### src/rtl/flash_emu_pkg.sv
package flash_emu_pkg;

    typedef enum logic [1:0] {
        OP_READ  = 2'd0,
        OP_PROG  = 2'd1,
        OP_ERASE = 2'd2,
        OP_MARK  = 2'd3
    } fe_op_e;

    typedef enum logic [2:0] {
        ST_IDLE,
        ST_READ,
        ST_PROG,
        ST_EWAIT,
        ST_ESWEEP,
        ST_DONE
    } fe_state_e;

endpackage

### src/rtl/flash_emu_array.sv
module flash_emu_array #(
    parameter int ADDR_W = 8
) (
    input  logic              clk,
    input  logic              rst_n,
    input  logic [ADDR_W-1:0] addr,
    input  logic              we,
    input  logic              erase,
    input  logic [7:0]        wdata,
    output logic [7:0]        rdata
);
    localparam int DEPTH = 1 << ADDR_W;

    logic [7:0] mem [DEPTH];

    assign rdata = mem[addr];

    always_ff @(posedge clk or negedge rst_n) begin
        if (!rst_n) begin
            for (int i = 0; i < DEPTH; i++) mem[i] <= 8'hFF;
        end else if (we) begin
            mem[addr] <= erase ? 8'hFF : (mem[addr] & wdata);
        end
    end

    // a program can only clear bits
    a_r2_prog_and: assert property (@(posedge clk) disable iff (!rst_n)
        (we && !erase) |=> mem[$past(addr)] == ($past(rdata) & $past(wdata)));

    // an erase write leaves the byte all ones
    a_r4_erase_ones: assert property (@(posedge clk) disable iff (!rst_n)
        (we && erase) |=> mem[$past(addr)] == 8'hFF);

endmodule

### src/rtl/flash_emu_wear.sv
module flash_emu_wear #(
    parameter int BLOCKS = 4,
    parameter int CNT_W  = 3
) (
    input  logic                      clk,
    input  logic                      rst_n,
    input  logic [$clog2(BLOCKS)-1:0] blk,
    input  logic                      inc_en,
    input  logic                      mark_en,
    output logic                      q_bad,
    input  logic [$clog2(BLOCKS):0]   stat_blk,
    output logic [CNT_W-1:0]          stat_cnt,
    output logic                      stat_bad
);
    localparam int BLK_AW = $clog2(BLOCKS);
    localparam int BLK_IW = BLK_AW + 1;

    logic [CNT_W-1:0] cnt [BLOCKS];
    logic [BLOCKS-1:0] bad;
    logic stat_ok;

    always_ff @(posedge clk or negedge rst_n) begin
        if (!rst_n) begin
            for (int b = 0; b < BLOCKS; b++) cnt[b] <= '0;
            bad <= '0;
        end else begin
            if (inc_en && cnt[blk] != '1) cnt[blk] <= cnt[blk] + CNT_W'(1);
            if (mark_en) bad[blk] <= 1'b1;
        end
    end

    assign q_bad    = bad[blk];
    assign stat_ok  = stat_blk < BLK_IW'(BLOCKS);
    assign stat_cnt = stat_ok ? cnt[stat_blk[BLK_AW-1:0]] : '0;
    assign stat_bad = stat_ok ? bad[stat_blk[BLK_AW-1:0]] : 1'b0;

    for (genvar g = 0; g < BLOCKS; g++) begin : g_chk
        // a saturated counter stays put
        a_r6_cnt_sat: assert property (@(posedge clk) disable iff (!rst_n)
            (cnt[g] == '1) |=> (cnt[g] == '1));
        // a bad flag never clears
        a_r7_bad_sticky: assert property (@(posedge clk) disable iff (!rst_n)
            bad[g] |=> bad[g]);
    end

endmodule

### src/rtl/flash_emu_ctrl.sv
module flash_emu_ctrl
    import flash_emu_pkg::*;
#(
    parameter int BLOCKS       = 4,
    parameter int PAGES        = 4,
    parameter int PAGE_BYTES   = 16,
    parameter int ERASE_CYCLES = 40
) (
    input  logic                                               clk,
    input  logic                                               rst_n,
    input  logic                                               cmd_valid,
    output logic                                               cmd_ready,
    input  logic [1:0]                                         cmd_op,
    input  logic [$clog2(BLOCKS):0]                            cmd_blk,
    input  logic [$clog2(PAGES):0]                             cmd_page,
    input  logic                                               in_valid,
    output logic                                               in_ready,
    output logic                                               out_valid,
    input  logic                                               out_ready,
    output logic                                               out_last,
    output logic                                               busy,
    output logic                                               done,
    output logic                                               done_err,
    output logic [$clog2(BLOCKS)+$clog2(PAGES)+$clog2(PAGE_BYTES)-1:0] arr_addr,
    output logic                                               arr_we,
    output logic                                               arr_erase,
    output logic [$clog2(BLOCKS)-1:0]                          wear_blk,
    output logic                                               wear_inc,
    output logic                                               wear_mark,
    input  logic                                               q_bad
);
    localparam int BLK_AW = $clog2(BLOCKS);
    localparam int PG_AW  = $clog2(PAGES);
    localparam int BY_AW  = $clog2(PAGE_BYTES);
    localparam int OFF_W  = PG_AW + BY_AW;
    localparam int BLK_IW = BLK_AW + 1;
    localparam int PG_IW  = PG_AW + 1;
    localparam int WT_W   = $clog2(ERASE_CYCLES + 1);

    fe_state_e state, state_nx;
    fe_op_e    op_in;
    logic [BLK_AW-1:0] cur_blk;
    logic [OFF_W-1:0]  off;
    logic [WT_W-1:0]   wait_cnt;
    logic              err_q;
    logic              fire, blk_ok, pg_ok, need_pg, cmd_err, last_byte;

    assign op_in     = fe_op_e'(cmd_op);
    assign fire      = cmd_valid && (state == ST_IDLE);
    assign blk_ok    = cmd_blk < BLK_IW'(BLOCKS);
    assign pg_ok     = cmd_page < PG_IW'(PAGES);
    assign need_pg   = (op_in == OP_READ) || (op_in == OP_PROG);
    assign cmd_err   = !blk_ok || (need_pg && !pg_ok) || ((op_in != OP_MARK) && q_bad);
    assign last_byte = &off[BY_AW-1:0];

    // state register
    always_ff @(posedge clk or negedge rst_n) begin
        if (!rst_n) state <= ST_IDLE;
        else        state <= state_nx;
    end

    // next state
    always_comb begin
        state_nx = state;
        unique case (state)
            ST_IDLE: begin
                if (fire) begin
                    if (cmd_err) state_nx = ST_DONE;
                    else begin
                        unique case (op_in)
                            OP_READ:  state_nx = ST_READ;
                            OP_PROG:  state_nx = ST_PROG;
                            OP_ERASE: state_nx = ST_EWAIT;
                            OP_MARK:  state_nx = ST_DONE;
                            default:  state_nx = ST_DONE;
                        endcase
                    end
                end
            end
            ST_READ:   if (out_ready && last_byte) state_nx = ST_DONE;
            ST_PROG:   if (in_valid && last_byte)  state_nx = ST_DONE;
            ST_EWAIT:  if (wait_cnt == WT_W'(ERASE_CYCLES - 1)) state_nx = ST_ESWEEP;
            ST_ESWEEP: if (off == '1) state_nx = ST_DONE;
            ST_DONE:   state_nx = ST_IDLE;
            default:   state_nx = ST_IDLE;
        endcase
    end

    // datapath registers
    always_ff @(posedge clk or negedge rst_n) begin
        if (!rst_n) begin
            cur_blk  <= '0;
            off      <= '0;
            wait_cnt <= '0;
            err_q    <= 1'b0;
        end else begin
            unique case (state)
                ST_IDLE: if (fire) begin
                    cur_blk  <= cmd_blk[BLK_AW-1:0];
                    off      <= {cmd_page[PG_AW-1:0], BY_AW'(0)};
                    wait_cnt <= '0;
                    err_q    <= cmd_err;
                end
                ST_READ:   if (out_ready) off <= off + OFF_W'(1);
                ST_PROG:   if (in_valid)  off <= off + OFF_W'(1);
                ST_EWAIT: begin
                    wait_cnt <= wait_cnt + WT_W'(1);
                    off      <= '0;
                end
                ST_ESWEEP: off <= off + OFF_W'(1);
                default: ;
            endcase
        end
    end

    // outputs
    always_comb begin
        cmd_ready = (state == ST_IDLE);
        busy      = (state != ST_IDLE);
        in_ready  = (state == ST_PROG);
        out_valid = (state == ST_READ);
        out_last  = (state == ST_READ) && last_byte;
        done      = (state == ST_DONE);
        done_err  = (state == ST_DONE) && err_q;
        arr_addr  = {cur_blk, off};
        arr_we    = ((state == ST_PROG) && in_valid) || (state == ST_ESWEEP);
        arr_erase = (state == ST_ESWEEP);
        wear_blk  = (state == ST_IDLE) ? cmd_blk[BLK_AW-1:0] : cur_blk;
        wear_inc  = (state == ST_ESWEEP) && (off == '1);
        wear_mark = fire && !cmd_err && (op_in == OP_MARK);
    end

    // completion is a single-cycle pulse
    a_r9_done_pulse: assert property (@(posedge clk) disable iff (!rst_n)
        done |=> !done);
    // an accepted command makes the block busy
    a_r9_accept_busy: assert property (@(posedge clk) disable iff (!rst_n)
        (cmd_valid && cmd_ready) |=> busy);
    // a rejection follows its command directly
    a_r8_err_fast: assert property (@(posedge clk) disable iff (!rst_n)
        (done && done_err) |-> $past(cmd_valid && cmd_ready));

endmodule

### src/rtl/flash_emu.sv
module flash_emu #(
    parameter  int BLOCKS       = 4,
    parameter  int PAGES        = 4,
    parameter  int PAGE_BYTES   = 16,
    parameter  int ERASE_CYCLES = 40,
    parameter  int CNT_W        = 3,
    localparam int BLK_IW       = $clog2(BLOCKS) + 1,
    localparam int PG_IW        = $clog2(PAGES) + 1
) (
    input  logic              clk,
    input  logic              rst_n,
    input  logic              cmd_valid,
    output logic              cmd_ready,
    input  logic [1:0]        cmd_op,
    input  logic [BLK_IW-1:0] cmd_blk,
    input  logic [PG_IW-1:0]  cmd_page,
    input  logic              in_valid,
    output logic              in_ready,
    input  logic [7:0]        in_data,
    output logic              out_valid,
    input  logic              out_ready,
    output logic [7:0]        out_data,
    output logic              out_last,
    output logic              busy,
    output logic              done,
    output logic              done_err,
    input  logic [BLK_IW-1:0] stat_blk,
    output logic [CNT_W-1:0]  stat_erase_cnt,
    output logic              stat_bad
);
    localparam int BLK_AW = $clog2(BLOCKS);
    localparam int ADDR_W = BLK_AW + $clog2(PAGES) + $clog2(PAGE_BYTES);

    logic [ADDR_W-1:0] arr_addr;
    logic              arr_we, arr_erase;
    logic [7:0]        arr_rdata;
    logic [BLK_AW-1:0] wear_blk;
    logic              wear_inc, wear_mark, q_bad;

    flash_emu_ctrl #(
        .BLOCKS(BLOCKS), .PAGES(PAGES), .PAGE_BYTES(PAGE_BYTES), .ERASE_CYCLES(ERASE_CYCLES)
    ) u_ctrl (
        .clk(clk), .rst_n(rst_n),
        .cmd_valid(cmd_valid), .cmd_ready(cmd_ready), .cmd_op(cmd_op),
        .cmd_blk(cmd_blk), .cmd_page(cmd_page),
        .in_valid(in_valid), .in_ready(in_ready),
        .out_valid(out_valid), .out_ready(out_ready), .out_last(out_last),
        .busy(busy), .done(done), .done_err(done_err),
        .arr_addr(arr_addr), .arr_we(arr_we), .arr_erase(arr_erase),
        .wear_blk(wear_blk), .wear_inc(wear_inc), .wear_mark(wear_mark), .q_bad(q_bad)
    );

    flash_emu_array #(.ADDR_W(ADDR_W)) u_array (
        .clk(clk), .rst_n(rst_n), .addr(arr_addr), .we(arr_we),
        .erase(arr_erase), .wdata(in_data), .rdata(arr_rdata)
    );

    flash_emu_wear #(.BLOCKS(BLOCKS), .CNT_W(CNT_W)) u_wear (
        .clk(clk), .rst_n(rst_n), .blk(wear_blk), .inc_en(wear_inc),
        .mark_en(wear_mark), .q_bad(q_bad), .stat_blk(stat_blk),
        .stat_cnt(stat_erase_cnt), .stat_bad(stat_bad)
    );

    assign out_data = arr_rdata;

    // a stalled read byte holds
    a_r3_out_hold: assert property (@(posedge clk) disable iff (!rst_n)
        (out_valid && !out_ready) |=> (out_valid && out_data == $past(out_data)));

endmodule

### config.mk
export PLATFORM = sky130hd
export DESIGN_NAME = flash_emu
export DESIGN_NICKNAME = d
export VERILOG_FILES = /design/src/rtl/flash_emu_pkg.sv /design/src/rtl/flash_emu_array.sv /design/src/rtl/flash_emu_wear.sv /design/src/rtl/flash_emu_ctrl.sv /design/src/rtl/flash_emu.sv
export SDC_FILE = /design/constraint.sdc
export NUM_CORES = 2
export LEC_CHECK = 0
export BUFFER_PORTS_ARGS = -buffer_cell sky130_fd_sc_hd__buf_2
export CORE_MARGIN = 4
export CORE_UTILIZATION = 35
export CTS_CLUSTER_SIZE = 40
export DETAILED_ROUTE_END_ITERATION = 10
export SETUP_SLACK_MARGIN = 0.1
export SYNTH_ARGS = -nofsm -noshare
export SYNTH_HDL_FRONTEND = slang
export SYNTH_SLANG_ARGS = --single-unit
### constraint.sdc
create_clock -name clk -period 6 [get_ports clk]
set_clock_uncertainty 0.15 [all_clocks]
set_input_delay 0 -clock clk [delete_from_list [all_inputs] [get_ports clk]]
set_output_delay 0 -clock clk [all_outputs]
set_load 0.01 [all_outputs]
== After elaboration in Yosys (flattened, before gate mapping) ==
Cells that the tools add are included.
Operators by class
  add/subtract/negate cells: 3
  multiplexer cells: 39
  $lt $le $gt $ge: 11
  bitwise operators: 5
  equal/unequal tests: 19
  reduce and logical (&&, ||, !) cells: 32
Operators with widths (count)
  $bwmux W2048: 1
  $bmux W8 S8: 1
  $demux W8 S8: 1
  $mux W3: 12
  $mux W8: 4
  $pmux W6 S5: 1
  $mux W6: 4
  $logic_and A1 B1 Y1: 15
  $pmux W3 S5: 1
  $add A6 B1 Y6 const B: 2
  $bmux W3 S2: 2
  $bwmux W12: 1
  $eq A6 B6 Y1 const B: 2
  $pmux W3 S4: 1
  $pmux W6 S2: 1
  $ne A2 B1 Y1 const B: 5
  $ge A9 B9 Y1 const B: 1
  $lt A3 B3 Y1 const B: 3
  $lt A9 B1 Y1 const B: 1
  $not A8 Y9: 1
  $and A8 B8 Y8: 1
  $reduce_and A4 Y1: 2
  $demux W3 S2: 1
  $eq A3 B2 Y1 const B: 2
  other kinds (26): 43
Storage, ports and cells
  output and inout bits: 19
  flip-flop bits (word level): 2082

== Logic depth before layout (Yosys ltp) ==
  depth in word-level cells: 9
  depth in mapped cells: 16
  depth with buffers taken out: 11

== Modules after synthesis ==
Synthesis repeated with hierarchy kept, for this count alone.
Second synthesis, totals
  cell total of the unflattened synthesis: 9090
  area, all modules: 95235.1 sq um
By module, submodules not included
  flash_emu_array: cells each 8909, area an instance 93138.1 sq um, instances 1
  flash_emu_ctrl: cells each 127, area an instance 1171.1 sq um, instances 1
  flash_emu_wear: cells each 54, area an instance 925.9 sq um, instances 1

== Worst setup path before layout ==
No wires, ideal clock.
  path type: register -> register
  start point: reg u_ctrl.state[0]
  end point: reg u_wear.cnt[1] (netlist name)
  required time: 5.725 ns
  stages on the path, launching flop included: 12
  setup slack: 2.662 ns
  arrival time: 3.064 ns
  path buffers: 2
  path through: dfrtp_1 > clkbuf_1 > nor3_2 > mux2i_1 > clkbuf_1 > a31oi_1 > ha_1 > ha_1 > nor2_1 > nand2_1 > nor3_1 > mux2_2
On the way
  cells in the longest elaborated chain, start to end: 8
RTL lines
  start, declared: line flash_emu_ctrl.sv:40  | fe_state_e state, state_nx;
  start signal, assigned: line flash_emu_ctrl.sv:59  | else state <= state_nx;
  $logic_not A3 Y1 (*)
  via cmd_ready: line flash_emu.sv:13  | output logic cmd_ready,
  $mux W2 (*): line flash_emu_ctrl.sv:128  | wear_blk = (state == ST_IDLE) ? cmd_blk[BLK_AW-1:0] : cur_blk;
  $not A2 Y3 (implied by the code) (*): line flash_emu_wear.sv:27  | if (inc_en && cnt[blk] != '1) cnt[blk] <= cnt[blk] + CNT_W'(1);
  $bmux W3 S2, or another cell as far along: line flash_emu_wear.sv:27
  $mux W3 (implied by the code) / $logic_and A1 B1 Y1 (equally long branches): line flash_emu_wear.sv:27
  $mux W3 (implied by the code): line flash_emu_wear.sv:27
  $add A3 B1 Y3, or another cell as far along: line flash_emu_wear.sv:27
  $bwmux W12 / $logic_and A1 B1 Y1 (equally long branches): line flash_emu_wear.sv:27
  end, declared: line flash_emu_wear.sv:18  | logic [CNT_W-1:0] cnt [BLOCKS];
The timed path passes the listed nets; every way through them passes the cells marked *. The select of a mux whose other input is x is not followed.
A chain may end at the register's enable or synchronous reset.

== Final worst setup path ==
  start point: reg u_ctrl.off[1]
  end point: out out_data[5]
On the way
  cells in the longest elaborated chain, start to end: 4
RTL lines
  start, declared: line flash_emu_ctrl.sv:43  | logic [OFF_W-1:0] off;
  start signal, assigned: line flash_emu_ctrl.sv:100  | off <= {cmd_page[PG_AW-1:0], BY_AW'(0)};
  start signal, assigned: line flash_emu_ctrl.sv:104  | ST_READ: if (out_ready) off <= off + OFF_W'(1);
  start signal, assigned: line flash_emu_ctrl.sv:105  | ST_PROG: if (in_valid) off <= off + OFF_W'(1);
  $not A8 Y9 (implied by the code): line flash_emu_array.sv:16  | assign rdata = mem[addr];
  $bmux W8 S8: line flash_emu_array.sv:16
  $mux W8 (implied by the code) (2 in a row): line flash_emu_array.sv:16
  end, declared: line flash_emu.sv:22  | output logic [7:0] out_data,
No other way between the ends. The select of a mux whose other input is x is not followed.

==> run summary <==
CTS Sinks: 2082
status: finished clean
CTS tree: done
top sig layer: met5
Hold WC Path Type: in -> async
drt pass-1 iters: 8
worst-case reg-to-reg path depth: 11
Achievable Freq: 187 MHz
worst hold slack: 18.1 ps
Reg clk slew, reported paths: 60 ps
CP Max Fanout: 33
endpoints failing hold: 0
Worst Setup End Kind: output pin
final wirelength: 311000 µm
Synth Instances: 9264
Static Leak: 39.5 nW
initial antenna violation count: 5
area added between synthesis and finish: 12.6%
Final HPWL DP: 200000 µm
Final Critical Period: 5360 ps
Synth cell types: 69
final setup vio count: 0
Syn Nets: 9299
CP arrival: 5210 ps
drc violations: 0
share of layout cells above drive strength 1: 32.7%
Startpoint Class: flop
first-pass GRT wire length: 473000 µm
Top-Level Pins: 43
FP Rows: 192
top cell type's share of synthesized area: 55.6%
TritonCTS Buffers: 217
Clock Path Buffers: 3
setup TNS: 0 ps
Initial DRC Count: 7967
Reg area: 54700 µm²
Die Ht: 534 µm
Mean Syn Cell Area: 10.4 µm²
RSZ-0062 raised after global routing: no
WL met3: 24300 µm
multi-input logic area: 38500 µm²
top area cells in the synthesized netlist: dfstp_2 (56%), nor2_1 (9.1%), a21oi_1 (8.6%)
max_slew headroom: 12.8%
top cells by count, synth: nor2_1 (2340), dfstp_2 (2048), a21oi_1 (1673)
cell with the most instances after synthesis: nor2_1
number of global-route vias before repair: 73500
total global routing overflow: 0
fillers: 26300
Metal-1 WL: 133000 µm
Setup Fix Bufs, Post-CTS: 0
placed cell area: 101000 µm²
Initial Utilization: 35.3%
synth warn: 0
gr usage total: 21.2%
WL/cell: 23.8 µm
H-tree levels: 4
setup ws final: 641 ps
largest net degree at the start of global routing: 230
Antenna Nets Post-Route: 0
core area: 274000 µm²
Yosys reg bits: 2082
DIE WIDTH: 534 µm
WL met2: 142000 µm
P per Cell Area: 526 nW/µm²
Syn Std Cell Area: 96800 µm²
Port Buffers: 42
via/cell ratio: 5.68
Synth area leader: dfstp_2
DIE AREA: 285000 µm²
EDFF count, synth: 0
Max Slew Vio Count: 0
Placer Congestion: 0.893
final net count: 9236
FFs w/ async S/R, synth: 100%
VDD IR max: 580 µV
most common flop cell mapped by yosys: dfstp_2
register area share after synthesis: 56.5%
post-route cell area: 109000 µm²
setup slack at placement: 856 ps
DR vias: 74200
worst-margin pin slew: 1300 ps
CP Data Required Time: 5850 ps
CP Class: reg -> out
final worst-path cycle share: 89.3%
Clock Tree Root: clkbuf_16
Max-Cap Viols: 0
Clk Latency, worst-skew pair: 890 ps
==> worst paths after layout <==
check                                    from                 to  slack [ps]
worst max register to register  u_ctrl.off[1]  u_array.mem[1092]         700
min in group clk                   cmd_blk[0]      u_wear.bad[0]         120
worst min register to register  u_wear.cnt[3]      u_wear.cnt[3]         340
worst max-delay path            u_ctrl.off[1]        out_data[5]         640
max in group asynchronous               rst_n  u_array.mem[1670]        4340
worst min-delay path                    rst_n    u_array.mem[30]          20
==> registers in the layout, summed over array words and instances, names as in the netlist <==
name / count
u_wear.bad: 4
u_ctrl.off: 6
u_ctrl.err_q: 1
u_ctrl.cur_blk: 2
u_ctrl.wait_cnt: 6
u_array.mem: 2048
u_ctrl.state: 3
u_wear.cnt: 12
==> layout make-up <==
| type | instances | area share [%] |
|---|---|---|
| Sequential cell | 2082 | 50.1 |
| Multi-Input combinational cell | 6497 | 35.3 |
| Clock buffer | 334 | 5.98 |
| Tap cell | 3686 | 4.23 |
| Timing Repair Buffer | 390 | 3.54 |
| Clock inverter | 66 | 0.762 |
| Inverter | 13 | 0.0448 |
| Antenna cell | 3 | 0.00688 |
==> kinds of logic after synthesis <==
| logic type | share of synthesized area, % |
|---|---|
| and+or+nand+nor | 13.0 |
| AOI/OAI and AO/OA | 14.9 |
| DFF | 56.5 |
| muxes | 11.4 |
| buffers and inverters | 3.98 |
| adders and majority gates | 0.142 |
| xor gates and xnor gates | 0.0543 |
==> critical path: stages (launching register included) <==
cell,delay (ps)
dfrtp_4,880
buf_12,310
buf_12,320
buf_4,440
mux2i_1,230
o22ai_1,150
nor3_1,440
nand4_1,430
o41ai_1,260
a21oi_1,240
and2_1,340
buf_2,190
==> timing repair <==
item / 4_1_cts / 5_1_grt
hold buffers: 45 / 0
gates resized for setup: 0 / 0
endpoints found under the hold margin: 2037 / 0
==> metal layers <==
metal | vias up | track usage, %
met1 | 38000 | 29.4
li1 | 32700 | -
met2 | 2951 | 32.9
met4 | 4 | 8.21
met3 | 536 | 4.18
met5 | - | 0
==> cells in the final DEF, fill, tap and decap left out, types with 74 or more instances in the layout <==
cell type / instances
a22oi_1: 160
nand2_1: 180
buf_4: 230
clkbuf_16: 219
buf_12: 74
a31oi_1: 409
dfstp_2: 2048
a21oi_1: 1673
o22ai_1: 97
mux2i_1: 699
nand3_1: 82
nor2_1: 2338
nor3_1: 178
mux4_2: 171
==> power breakdown <==
| part | switching, mW | internal [mW] | total, mW | leakage (nW) |
|---|---|---|---|---|
| sequential | 1.96 | 19.5 | 21.4 | 21.6 |
| clock | 5.79 | 7.96 | 13.7 | 3.62 |
| combinational | 15.2 | 6.97 | 22.2 | 14.2 |
| total | 23.0 | 34.4 | 57.4 | 39.5 |
==> stage by stage <==
step / utilization, % / cells / power, mW
finish: 39.7 / 13100 / 57.4
detailed placement: 36.9 / 12600 / 43.3
global route: 39.7 / 13100 / 59.9
global placement: 36.9 / 12600 / 42.9
floorplan: - / 9264 / 34.8
CTS: 39.7 / 13100 / 57.3
(Power assumes the default switching activity.)
